===== config.mk =====
export PLATFORM = sky130hd
export DESIGN_NAME = spi_burst_loader
export DESIGN_NICKNAME = d
export VERILOG_FILES = /design/src/rtl/spi_burst_pkg.sv /design/src/rtl/spi_half_tick.sv /design/src/rtl/spi_tx_shifter.sv /design/src/rtl/spi_burst_loader.sv
export SDC_FILE = /design/constraint.sdc
export NUM_CORES = 1
export LEC_CHECK = 0
export BUFFER_PORTS_ARGS = -buffer_cell sky130_fd_sc_hd__buf_2
export CORE_MARGIN = 2
export CORE_UTILIZATION = 52
export DETAILED_ROUTE_END_ITERATION = 10
export HOLD_SLACK_MARGIN = 0.02
export MAX_ROUTING_LAYER = met4
export PLACE_DENSITY_LB_ADDON = 0.15
export SLEW_MARGIN = 20
export SYNTH_ARGS = -nofsm -noshare
export SYNTH_HDL_FRONTEND = slang
export SYNTH_SLANG_ARGS = --single-unit

===== constraint.sdc =====
create_clock -name clk -period 4.6 [get_ports clk]
set_input_delay 0.23 -clock clk [delete_from_list [all_inputs] [get_ports clk]]
set_output_delay 0.23 -clock clk [all_outputs]
set_load 0.03 [all_outputs]

===== src/rtl/spi_burst_pkg.sv =====
package spi_burst_pkg;

    typedef enum logic [2:0] {
        ST_IDLE,
        ST_WAIT_RDY,
        ST_HEADER,
        ST_LENGTH,
        ST_PAYLOAD,
        ST_TAIL,
        ST_DONE
    } ld_state_e;

    localparam int unsigned BYTE_W = 8;
    localparam logic [BYTE_W-1:0] BURST_FLAG = 8'h40;
    localparam logic [BYTE_W-1:0] WRITE_MASK = 8'h7F;

endpackage


===== src/rtl/spi_half_tick.sv =====
module spi_half_tick #(
    parameter int unsigned HALF_PERIOD = 2
) (
    input  logic clk,
    input  logic rst_n,
    input  logic en_i,
    output logic tick_o
);
    localparam int unsigned CW = (HALF_PERIOD > 1) ? $clog2(HALF_PERIOD) : 1;
    localparam logic [CW-1:0] LAST = CW'(HALF_PERIOD - 1);

    logic [CW-1:0] cnt_q;

    assign tick_o = en_i && (cnt_q == LAST);

    always_ff @(posedge clk or negedge rst_n) begin
        if (!rst_n) begin
            cnt_q <= '0;
        end else if (!en_i || tick_o) begin
            cnt_q <= '0;
        end else begin
            cnt_q <= cnt_q + 1'b1;
        end
    end
endmodule


===== src/rtl/spi_tx_shifter.sv =====
module spi_tx_shifter #(
    parameter int unsigned W = 8
) (
    input  logic         clk,
    input  logic         rst_n,
    input  logic         load_i,
    input  logic [W-1:0] load_data_i,
    input  logic         shift_i,
    output logic         bit_o,
    output logic         last_o
);
    localparam int unsigned IW = (W > 1) ? $clog2(W) : 1;
    localparam logic [IW-1:0] TOP = IW'(W - 1);

    logic [W-1:0]  sreg_q;
    logic [IW-1:0] idx_q;

    assign bit_o  = sreg_q[W-1];
    assign last_o = (idx_q == '0);

    always_ff @(posedge clk or negedge rst_n) begin
        if (!rst_n) begin
            sreg_q <= '0;
            idx_q  <= '0;
        end else if (load_i) begin
            sreg_q <= load_data_i;
            idx_q  <= TOP;
        end else if (shift_i) begin
            sreg_q <= {sreg_q[W-2:0], 1'b0};
            idx_q  <= idx_q - 1'b1;
        end
    end
endmodule


===== src/rtl/spi_burst_loader.sv =====
module spi_burst_loader
    import spi_burst_pkg::*;
#(
    parameter int unsigned     HALF_PERIOD = 2,
    parameter logic [7:0]      FIFO_ADDR   = 8'h3F
) (
    input  logic       clk,
    input  logic       rst_n,
    input  logic       start_i,
    input  logic [7:0] len_i,
    input  logic [7:0] pay_data_i,
    input  logic       pay_valid_i,
    output logic       pay_ready_o,
    output logic       busy_o,
    output logic       done_o,
    output logic       underrun_o,
    output logic       spi_csn_o,
    output logic       spi_sclk_o,
    output logic       spi_mosi_o,
    input  logic       spi_miso_i
);
    localparam logic [BYTE_W-1:0] HDR_BYTE = (FIFO_ADDR | BURST_FLAG) & WRITE_MASK;

    ld_state_e state_q, state_d;

    logic              csn_q;
    logic              sclk_q;
    logic              err_q;
    logic [BYTE_W-1:0] len_q;
    logic [BYTE_W-1:0] remain_q;

    logic tick;
    logic shifting;
    logic tick_en;
    logic fall_tick;
    logic byte_end;
    logic need_pay;
    logic accept;
    logic sh_load;
    logic sh_shift;
    logic sh_bit;
    logic sh_last;
    logic [BYTE_W-1:0] sh_data;

    assign shifting  = (state_q == ST_HEADER) || (state_q == ST_LENGTH) ||
                       (state_q == ST_PAYLOAD);
    assign tick_en   = shifting || (state_q == ST_TAIL);
    assign fall_tick = shifting && tick && sclk_q;
    assign byte_end  = fall_tick && sh_last;
    assign need_pay  = byte_end && (remain_q != '0) &&
                       ((state_q == ST_LENGTH) || (state_q == ST_PAYLOAD));
    assign accept    = need_pay && pay_valid_i;

    spi_half_tick #(.HALF_PERIOD(HALF_PERIOD)) u_tick (
        .clk    (clk),
        .rst_n  (rst_n),
        .en_i   (tick_en),
        .tick_o (tick)
    );

    always_comb begin
        sh_load  = 1'b0;
        sh_data  = '0;
        sh_shift = fall_tick && !sh_last;
        if ((state_q == ST_WAIT_RDY) && !spi_miso_i) begin
            sh_load = 1'b1;
            sh_data = HDR_BYTE;
        end else if ((state_q == ST_HEADER) && byte_end) begin
            sh_load = 1'b1;
            sh_data = len_q;
        end else if (accept) begin
            sh_load = 1'b1;
            sh_data = pay_data_i;
        end
    end

    spi_tx_shifter #(.W(BYTE_W)) u_shift (
        .clk         (clk),
        .rst_n       (rst_n),
        .load_i      (sh_load),
        .load_data_i (sh_data),
        .shift_i     (sh_shift),
        .bit_o       (sh_bit),
        .last_o      (sh_last)
    );

    // State register
    always_ff @(posedge clk or negedge rst_n) begin
        if (!rst_n) begin
            state_q <= ST_IDLE;
        end else begin
            state_q <= state_d;
        end
    end

    // Next-state logic
    always_comb begin
        state_d = state_q;
        unique case (state_q)
            ST_IDLE:     if (start_i) state_d = ST_WAIT_RDY;
            ST_WAIT_RDY: if (!spi_miso_i) state_d = ST_HEADER;
            ST_HEADER:   if (byte_end) state_d = ST_LENGTH;
            ST_LENGTH, ST_PAYLOAD: begin
                if (byte_end) state_d = accept ? ST_PAYLOAD : ST_TAIL;
            end
            ST_TAIL:     if (tick) state_d = ST_DONE;
            ST_DONE:     state_d = ST_IDLE;
            default:     state_d = ST_IDLE;
        endcase
    end

    // Datapath registers
    always_ff @(posedge clk or negedge rst_n) begin
        if (!rst_n) begin
            csn_q    <= 1'b1;
            sclk_q   <= 1'b0;
            err_q    <= 1'b0;
            len_q    <= '0;
            remain_q <= '0;
        end else begin
            if ((state_q == ST_IDLE) && start_i) begin
                csn_q    <= 1'b0;
                err_q    <= 1'b0;
                len_q    <= len_i;
                remain_q <= len_i;
            end
            if ((state_q == ST_TAIL) && tick) csn_q <= 1'b1;
            if (shifting && tick) sclk_q <= !sclk_q;
            else if (!shifting) sclk_q <= 1'b0;
            if (accept) remain_q <= remain_q - 1'b1;
            if (need_pay && !pay_valid_i) err_q <= 1'b1;
        end
    end

    // Outputs
    always_comb begin
        busy_o      = (state_q != ST_IDLE);
        done_o      = (state_q == ST_DONE);
        underrun_o  = (state_q == ST_DONE) && err_q;
        pay_ready_o = need_pay;
        spi_csn_o   = csn_q;
        spi_sclk_o  = sclk_q;
        spi_mosi_o  = shifting ? sh_bit : 1'b0;
    end

    // Assertions
    assert_sclk_idle_R11: assert property (@(posedge clk) disable iff (!rst_n)
        spi_csn_o |-> !spi_sclk_o);
    assert_no_clk_before_ready_R3: assert property (@(posedge clk) disable iff (!rst_n)
        (state_q == ST_WAIT_RDY) |-> !spi_sclk_o);
    assert_busy_with_select_R2: assert property (@(posedge clk) disable iff (!rst_n)
        !spi_csn_o |-> busy_o);
    assert_ready_single_R8: assert property (@(posedge clk) disable iff (!rst_n)
        pay_ready_o |=> !pay_ready_o);
    assert_ready_high_phase_R8: assert property (@(posedge clk) disable iff (!rst_n)
        pay_ready_o |-> spi_sclk_o);
    assert_underrun_with_done_R8: assert property (@(posedge clk) disable iff (!rst_n)
        underrun_o |-> done_o);
    assert_done_pulse_R9: assert property (@(posedge clk) disable iff (!rst_n)
        done_o |=> !done_o);
    assert_done_deselected_R9: assert property (@(posedge clk) disable iff (!rst_n)
        done_o |-> spi_csn_o);
    assert_mosi_stable_R4: assert property (@(posedge clk) disable iff (!rst_n)
        (spi_sclk_o && $past(spi_sclk_o)) |-> $stable(spi_mosi_o));
endmodule


==> impl_metrics.tcl, run 1 <==
set metrics [dict create \
    insertion_delay_ns 0.35 \
    place.gp.congestion 0.8749 \
    report.final.slew_viol_count 0 \
    grt_overflow_total 0 \
    syn2layout_area_growth_pct 12.69 \
    die_h_um 64.50 \
    die_area_um2 4160 \
    yosys-top-cells-count "nand2_1 (38), dfrtp_1 (33), nor2_1 (10), o21ai_0 (10)" \
    syn_nets 226 \
    grt_use_total_pct 23.16 \
    synth_top_cell_area_share_pct 43.39 \
    layout-drive-gt1-share_pct 20.80 \
    grt_pass1_vias 1510 \
    regArea_um2 852.1 \
    synth_warnings 0 \
    critPathMaxStageDelay_ns 0.61 \
    io_buffers 27 \
    cp.buffers_inverters 0 \
    fillers 309 \
    crit_required_ns 4.85 \
    yosysMostFrequentCell "nand2_1" \
    root_buffer "clkbuf_4" \
    num_vias 1540 \
    synth.avg_cell_area_um2 9.421 \
    pre_cts_slack_ns 2.175 \
    synth_edf_count 0 \
    cts_buffers 5 \
    async_reset_ff_share_pct 100.0 \
    dr.pass1.iters 4 \
    drtAntennaViolNets 0 \
    cts_tree "yes" \
    slew_headroom_pct 39.17 \
    core_um2 3416 \
    worstRegToRegCells 5 \
    htree_levels 2 \
    min_from "len_i[7]" \
    antenna_cells 0 \
    vias_per_cell 5.662 \
    clock_sinks 34 \
    setup_viol_count_final 0 \
    drv_cap 0 \
    hold_class "primary input to flop" \
    grt_max_degree 35 \
    grt_pass1_wl_um 7093 \
    r2r_slack_ns 2.17 \
    rows 21 \
    min_to "len_q[7]$_DFFE_PN0P_" \
    synth_cell_types 53 \
    power_density_nw_per_um2 613.9 \
    timing.rr.end "u_shift.sreg_q[0]$_DFFE_PN0P_" \
    crit_path_end_kind "flop" \
    r2r-start "state_q[2]$_DFFE_PN0P_" \
    path_delay_family "simple AND/OR/NAND/NOR gates" \
    fmax_mhz 411.6 \
    multi_input_area_um2 940.9 \
    fin_ws_ns 2.170 \
    top_level_ports 28 \
    tns_ns 0 \
    min_delay_path_depth 3 \
    cts_post_setup_buffers_inserted 0 \
    critPathMaxFanout 16 \
    fin_skew_ns 0.01329 \
    syn_inst 202 \
    path_cells "or3b_1 > a22oi_4 > and3_1 > nor3_2 > a31o_1" \
    fin_crit_sh_pct 52.82 \
    synth_seq_cells 34 \
    crit_slowest_cell "dfrtp_1" \
    setup.worst_path.start_class "flop" \
    syn_area_um2 1903 \
    ir_drop_uv 340.6 \
    period_needed_ns 2.430 \
    p_leak_nw 1.009 \
    totalWireLength_um 4197 \
    rsz0062_at_grt "false" \
    ys.flop_type "dfrtp_1" \
    crit_type "flop to flop" \
    ys_top_cells_by_area "dfrtp_1 (43%), nand2_1 (7.5%), mux2i_1 (3.2%)" \
    nNetsFinal 249 \
    status "completed" \
    yosysSeqAreaShare_pct 44.77 \
    drc 0 \
    clk_pin_slew_worst_paths_ns 0.12 \
    tightest_slew_ns 0.9100 \
    fp.dieW_um 64.50 \
    arrival_ns 2.68 \
    antenna_found_initial 0 \
    yosysTopAreaCell "dfrtp_1" \
    dp_hpwl_um 2969 \
    routedWlPerCell_um 15.43 \
    finalHoldViolCount 0 \
    path_depth 5 \
    drt_iter0_drc 106 \
    start_util_pct 55.71 \
    cts_buffer_depth 2 \
]
layer usage:
metal	GRT usage [%]	wire [µm]	share of wire [%]
met1	29.03	1890	45
met2	37.24	2053	49
met3	4.167	148	3.5
met4	9.840	106	2.5
met5	-	0	0
what timing repair did:
| item | 4_1_cts | 5_1_grt |
|---|---|---|
| resized for setup | 0 | 0 |
| endpoints found under the hold margin | 33 | 0 |
| endpoints found under the setup margin | 0 | 0 |
| hold buffers | 1 | 0 |
registers in the layout, summed over array words and instances (netlist names):
register / count
u_tick.cnt_q: 1
spi_sclk_o: 1
err_q: 1
state_q: 3
u_shift.idx_q: 3
len_q: 8
u_shift.sreg_q: 8
remain_q: 8
spi_csn_o: 1
worst max path at each step:
stage | from | to
after global routing | state_q[2]$_DFFE_PN0P_ | u_shift.sreg_q[0]$_DFFE_PN0P_
after global placement | state_q[2]$_DFFE_PN0P_ | u_shift.sreg_q[0]$_DFFE_PN0P_
after detailed placement | state_q[2]$_DFFE_PN0P_ | u_shift.sreg_q[0]$_DFFE_PN0P_
after floorplan | state_q[2]$_DFFE_PN0P_ | underrun_o
after CTS | state_q[2]$_DFFE_PN0P_ | u_shift.sreg_q[0]$_DFFE_PN0P_
final | state_q[2]$_DFFE_PN0P_ | u_shift.sreg_q[0]$_DFFE_PN0P_
worst register-to-register path, cell delays in order, from the launching register on:
cell	delay, ns
dfrtp_1	0.61
or3b_1	0.53
a22oi_4	0.24
and3_1	0.55
nor3_2	0.14
a31o_1	0.27
layout make-up:
type	instances	area share (%)
Multi-Input combinational cell	146	43.87
Sequential cell	34	39.73
Timing Repair Buffer	28	6.768
Clock inverter	2	2.800
Tap cell	46	2.684
Clock buffer	6	2.392
Inverter	10	1.750
per-stage QoR:
stage / std cells / util [%] / power, mW / hold WS (ns) / cell area, µm²
after floorplan: 202 / - / 0.9087 / -0.06559 / 1903
after global placement: 263 / 59.08 / 1.002 / 0.3413 / 2018
after detailed placement: 263 / 59.08 / 1.023 / 0.3448 / 2018
after CTS: 272 / 62.64 / 1.316 / 0.1047 / 2140
after global routing: 272 / 62.78 / 1.417 / 0.1250 / 2145
final: 272 / 62.78 / 1.316 / 0.1023 / 2145
logic make-up after synthesis:
kind of cell    Yosys count  synth area share, %
xor+xnor                  4                1.841
simple gates             78                21.17
flops                    34                44.77
buf+inv                  22                6.048
compound gates           55                21.04
fa+ha+maj                 3                1.973
mux                       6                3.156
layout by cell type, fill, tap and decap left out, types with 4 or more instances in the layout:
| master | n |
|---|---|
| nor2_1 | 10 |
| inv_1 | 9 |
| o21ai_1 | 5 |
| mux2i_1 | 6 |
| dfrtp_1 | 33 |
| nor3_1 | 4 |
| nand2_1 | 38 |
| clkbuf_4 | 5 |
| a221oi_1 | 6 |
| o21ai_0 | 10 |
| buf_2 | 27 |
| a21oi_1 | 9 |
report_power, final:
group / switching, mW / leakage [nW] / total (mW) / internal, mW
Sequential: 0.131 / 0.396 / 0.560 / 0.429
Combinational: 0.255 / 0.555 / 0.463 / 0.209
Clock: 0.109 / 0.0585 / 0.293 / 0.184
No activity file was read; power rests on OpenSTA's default activity.
==> inputs of run 2 (changes only) <==
ABC_AREA = 1   (was unset)
CORE_UTILIZATION = 51   (was 52)
clock period = 2 ns   (was 4.6 ns; I/O delays follow)
==> run 2 against run 1 <==
  * Clock-buffer cell count is 1 lower
  * Core utilization is 0.34 points higher
  * Area after synthesis is 1.7% higher
  * Die area grew 3.5%
  * Largest power group is now combinational logic
==> impl_metrics.tcl, run 2 <==
set metrics [dict create \
    status "completed" \
    cts_tree "yes" \
    synth_cell_types 28 \
    slew_headroom_pct 48.67 \
    fin_crit_sh_pct 92.56 \
    io_buffers 27 \
    rows 22 \
    totalWireLength_um 4266 \
    antenna_found_initial 0 \
    ir_drop_uv 1004 \
    dr.pass1.iters 4 \
    drv_cap 0 \
    clk_pin_slew_worst_paths_ns 0.08 \
    grt_overflow_total 0 \
    min_to "len_q[0]$_DFFE_PN0P_" \
    setup.worst_path.start_class "flop" \
    path_cells "inv_1 > ha_2 > nand2_1 > nor2_2 > nor2_2 > nand2_1 > inv_1 > buf_2" \
    fmax_mhz 540.2 \
    num_vias 1750 \
    drt_iter0_drc 63 \
    critPathMaxFanout 4 \
    synth.avg_cell_area_um2 7.532 \
    power_density_nw_per_um2 1449 \
    arrival_ns 1.75 \
    root_buffer "clkbuf_8" \
    routedWlPerCell_um 12.33 \
    fin_skew_ns 0.006721 \
    place.gp.congestion 0.8462 \
    r2r_slack_ns 0.20 \
    grt_max_degree 35 \
    final_common_cell "nand2_1" \
    yosysMostFrequentCell "nand2_1" \
    crit_required_ns 1.90 \
    pre_cts_slack_ns 0.06540 \
    min_delay_path_depth 3 \
    synth_edf_count 0 \
    fin_ws_ns 0.1487 \
    post-route-util_pct 63.12 \
    worstRegToRegCells 11 \
    yosysSeqAreaShare_pct 44.02 \
    path_delay_family "simple AND/OR/NAND/NOR gates" \
    start_util_pct 52.87 \
    drc 0 \
    fp.dieW_um 65.61 \
    syn_inst 257 \
    synth_top_cell_area_share_pct 42.66 \
    ys.flop_type "dfrtp_1" \
    rsz0062_at_grt "false" \
    synth_warnings 0 \
    cts_buffers 5 \
    reg_top3 "len_q: 8 flops, remain_q: 8 flops, u_shift.sreg_q: 8 flops" \
    async_reset_ff_share_pct 100.0 \
    vias_per_cell 5.058 \
    timing.rr.end "remain_q[1]$_DFFE_PN0P_" \
    hold_slack_ns 0.03050 \
    insertion_delay_ns 0.29 \
    syn_area_um2 1936 \
    r2r-start "remain_q[0]$_DFFE_PN0P_" \
    layout_common_cells "nand2_1 (71), nor2_1 (33), dfrtp_1 (33)" \
    cp.buffers_inverters 3 \
    min_from "len_i[0]" \
    yosysTopAreaCell "dfrtp_1" \
    hold_class "primary input to flop" \
    die_h_um 65.61 \
    setup_viol_count_final 0 \
    dp_hpwl_um 3023 \
    die_area_um2 4304 \
    p_leak_nw 1.248 \
    period_needed_ns 1.851 \
    critPathMaxStageDelay_ns 0.35 \
    crit_path_end_kind "output port" \
    nNetsFinal 321 \
    grt_pass1_vias 1630 \
    ys_top_cells_by_area "dfrtp_1 (43%), nand2_1 (14%), nor2_1 (6.6%)" \
    antenna_cells 0 \
    htree_levels 2 \
    finalHoldViolCount 0 \
    grt_use_total_pct 22.89 \
    core_um2 3661 \
    syn2layout_area_growth_pct 19.39 \
    top_level_ports 28 \
    synth_seq_cells 34 \
    clock_sinks 34 \
    drtAntennaViolNets 0 \
    syn_nets 281 \
    yosys-top-cells-count "nand2_1 (73), nor2_1 (34), dfrtp_1 (33)" \
    cts_buffer_depth 2 \
    fin_area_um2 2311 \
    report.final.slew_viol_count 0 \
    grt_pass1_wl_um 7210 \
    layout-drive-gt1-share_pct 21.48 \
    tns_ns 0 \
    crit_slowest_cell "dfrtp_1" \
    crit_type "flop to output port" \
    postPlaceCellArea_um2 2131 \
    tightest_slew_ns 0.7700 \
]
-- run 2: report_power, final --
group / switching (mW) / internal, mW
combinational: 0.933 / 0.518
clock: 0.275 / 0.371
sequential: 0.211 / 1.04
-- run 2: stage by stage --
step | power, mW | instances
2_1_floorplan | 2.344 | 257
3_3_place_gp | 2.663 | 333
3_5_place_dp | 2.686 | 333
4_1_cts | 3.347 | 343
5_1_grt | 3.673 | 346
6_report | 3.349 | 346
-- run 2: what timing repair did --
item                                    CTS  global route
endpoints found under the setup margin    0            17
setup buffers                             0             3
hold buffers                              2             0
resized for setup                         0             6
endpoints found under the hold margin    34             0
-- run 2: cell families after synthesis --
group,count (synthesis),share of synthesized area [%]
simple gates,140,33.16
buf+inv,39,8.791
compound gates,38,10.73
flops,34,44.02
xor+xnor,3,1.358
fa+ha+maj,3,1.939
-- run 2: layout make-up --
type | instances | area, µm²
Multi-Input combinational cell | 184 | 923.4
Fill cell | 331 | 1350
Clock buffer | 5 | 68.82
Sequential cell | 34 | 852.1
Inverter | 35 | 133.9
Clock inverter | 3 | 45.04
Timing Repair Buffer | 37 | 227.7
Tap cell | 48 | 60.06
-- run 2: tightest hold or removal path, stage by stage --
cell and delay [ns]:
buf_2 0.07, nand2_1 0.05, o21ai_0 0.06
-- run 2: worst max path at each step --
| stage | start | to | cells after the start |
|---|---|---|---|
| final | remain_q[0]$_DFFE_PN0P_ | pay_ready_o | 8 |
| after global routing | u_shift.idx_q[0]$_DFFE_PN0P_ | u_shift.sreg_q[1]$_DFFE_PN0P_ | 12 |
| after CTS | remain_q[0]$_DFFE_PN0P_ | remain_q[6]$_DFFE_PN0P_ | 11 |
| after detailed placement | remain_q[0]$_DFFE_PN0P_ | u_shift.sreg_q[5]$_DFFE_PN0P_ | 11 |
| after global placement | remain_q[0]$_DFFE_PN0P_ | u_shift.sreg_q[3]$_DFFE_PN0P_ | 11 |
| after floorplan | u_shift.idx_q[0]$_DFFE_PN0P_ | u_shift.sreg_q[2]$_DFFE_PN0P_ | 12 |
-- run 2: metal layers --
| metal | up-vias | global-route usage [%] | routed length [µm] |
|---|---|---|---|
| met1 | 802 | 28.87 | 1984 |
| met4 | 0 | 8.333 | 84 |
| met3 | 8 | 5.137 | 219 |
| met5 | - | - | 0 |
| met2 | 45 | 36.35 | 1977 |
| li1 | 895 | - | - |
==> inputs of run 3 (changes only) <==
REMOVE_ABC_BUFFERS = 1   (was unset)
==> run 3 against run 2 <==
  * First-iteration DRC count is 44% higher
  * Clock-buffer cell count up 2
  * Sequential power is essentially flat
  * Power is 3.4% lower
  * Sequential cell count did not move
  * Largest cell class unchanged
  * Highest routed layer unchanged
==> impl_metrics.tcl, run 3 (synthesis gave the netlist of run 2 again) <==
set metrics [dict create \
    num_vias 1735 \
    power_density_nw_per_um2 1438 \
    place.gp.congestion 0.8066 \
    fin_skew_ns 0.01052 \
    worstRegToRegCells 10 \
    die_h_um 65.61 \
    htree_levels 2 \
    nNetsFinal 318 \
    die_area_um2 4304 \
    crit_required_ns 1.90 \
    fp.dieW_um 65.61 \
    grt_overflow_total 0 \
    tns_ns 0 \
    rsz0062_at_grt "false" \
    r2r_slack_ns 0.17 \
    core_um2 3661 \
    status "completed" \
    layout_common_cells "nand2_1 (71), nor2_1 (34), dfrtp_1 (33)" \
    top_level_ports 28 \
    root_buffer "clkbuf_8" \
    drc 0 \
    drv_cap 0 \
    slew_headroom_pct 47.67 \
    routedWlPerCell_um 12.54 \
    io_buffers 27 \
    totalWireLength_um 4301 \
    fin_crit_sh_pct 93.88 \
    layout-drive-gt1-share_pct 20.00 \
    grt_pass1_vias 1617 \
    ir_drop_uv 577.8 \
    p_leak_nw 1.223 \
    cts_tree "yes" \
    fin_ws_ns 0.1224 \
    clk_pin_slew_worst_paths_ns 0.07 \
    crit_type "flop to output port" \
    report.final.slew_viol_count 0 \
    cts_buffer_depth 2 \
    grt_pass1_wl_um 7293 \
    vias_per_cell 5.058 \
    finalHoldViolCount 0 \
    path_cells "inv_1 > ha_1 > nand2_1 > nor2_1 > nor2_2 > nand2_1 > inv_1 > buf_2" \
    hold_class "primary input to flop" \
    clock_sinks 34 \
    drtAntennaViolNets 0 \
    min_delay_path_depth 3 \
    syn2layout_area_growth_pct 16.16 \
    crit_slowest_cell "dfrtp_1" \
    timing.rr.end "u_shift.sreg_q[6]$_DFFE_PN0P_" \
    dr.pass1.iters 4 \
    critPathMaxFanout 5 \
    dp_hpwl_um 3126 \
    rows 22 \
    start_util_pct 52.87 \
    period_needed_ns 1.878 \
    cts_buffers 5 \
    crit_path_end_kind "output port" \
    arrival_ns 1.78 \
    fmax_mhz 532.6 \
    reg_top3 "len_q: 8 flops, remain_q: 8 flops, u_shift.sreg_q: 8 flops" \
    fillers 355 \
    tightest_slew_ns 0.7849 \
    antenna_found_initial 0 \
    setup.worst_path.start_class "flop" \
    crit_start "remain_q[0]$_DFFE_PN0P_" \
    min_from "len_i[7]" \
    antenna_cells 0 \
    r2r-start "remain_q[0]$_DFFE_PN0P_" \
    drt_iter0_drc 91 \
    p_total_mw 3.234 \
    insertion_delay_ns 0.29 \
    grt_max_degree 35 \
    pre_cts_slack_ns 0.09054 \
    grt_use_total_pct 23.31 \
    setup_viol_count_final 0 \
    min_to "len_q[7]$_DFFE_PN0P_" \
    final_common_cell "nand2_1" \
    critPathMaxStageDelay_ns 0.34 \
]
## run 3: worst max-delay path by stage
| stage | endpoint | slack (ns) | depth (start not counted) |
|---|---|---|---|
| floorplan | remain_q[6]$_DFFE_PN0P_ | 0.26 | 11 |
| finish | pay_ready_o | 0.12 | 8 |
| global route | pay_ready_o | 0.01 | 8 |
| global placement | u_shift.sreg_q[6]$_DFFE_PN0P_ | 0.12 | 11 |
| detailed placement | remain_q[6]$_DFFE_PN0P_ | 0.09 | 11 |
| CTS | remain_q[6]$_DFFE_PN0P_ | 0.08 | 11 |
## run 3: final cells by class
type                            instances  area [µm²]  share of cell area (%)
Multi-Input combinational cell        185       928.4                   41.29
Sequential cell                        34       852.1                   37.90
Timing Repair Buffer                   33       182.7                   8.125
Inverter                               35       133.9                   5.954
Clock buffer                            7       86.33                   3.840
Tap cell                               48       60.06                   2.671
Clock inverter                          1       5.005                  0.2226
## run 3: worst max-delay path, delay by kind of cell, from the launching register on
kind | cells | cell delay (ns)
simple gates | 4 | 0.58
flops | 1 | 0.34
buf+inv | 3 | 0.34
fa+ha+maj | 1 | 0.24
## run 3: per-layer routing
metal,share of wire [%],up-vias,track usage [%]
li1,-,891,-
met1,46,791,29.13
met2,47,49,37.24
met3,5.6,4,5.822
met4,1.4,0,7.813
met5,0,-,-
## run 3: timing repair
action                     in CTS  in global routing
setup endpoints to repair       0                 12
setup buffers                   0                  1
hold endpoints to repair       33                  0
hold buffers                    1                  0
resized for setup               0                  3
## run 3: report_power, final
group          total (mW)  internal (mW)  leakage [nW]  switching, mW
logic                1.45          0.504         0.768          0.943
registers            1.26           1.04         0.406          0.215
clock network       0.531          0.278        0.0482          0.253
## run 3: stage by stage
stage / utilization, % / hold slack, ns / std cells / cell area [µm²]
global route: 61.41 / 0.03071 / 343 / 2248
global placement: 58.00 / 0.2298 / 332 / 2123
detailed placement: 58.00 / 0.2207 / 332 / 2123
finish: 61.41 / 0.02348 / 343 / 2248
CTS: 60.77 / 0.02671 / 341 / 2225
floorplan: - / -0.1956 / 253 / 1898
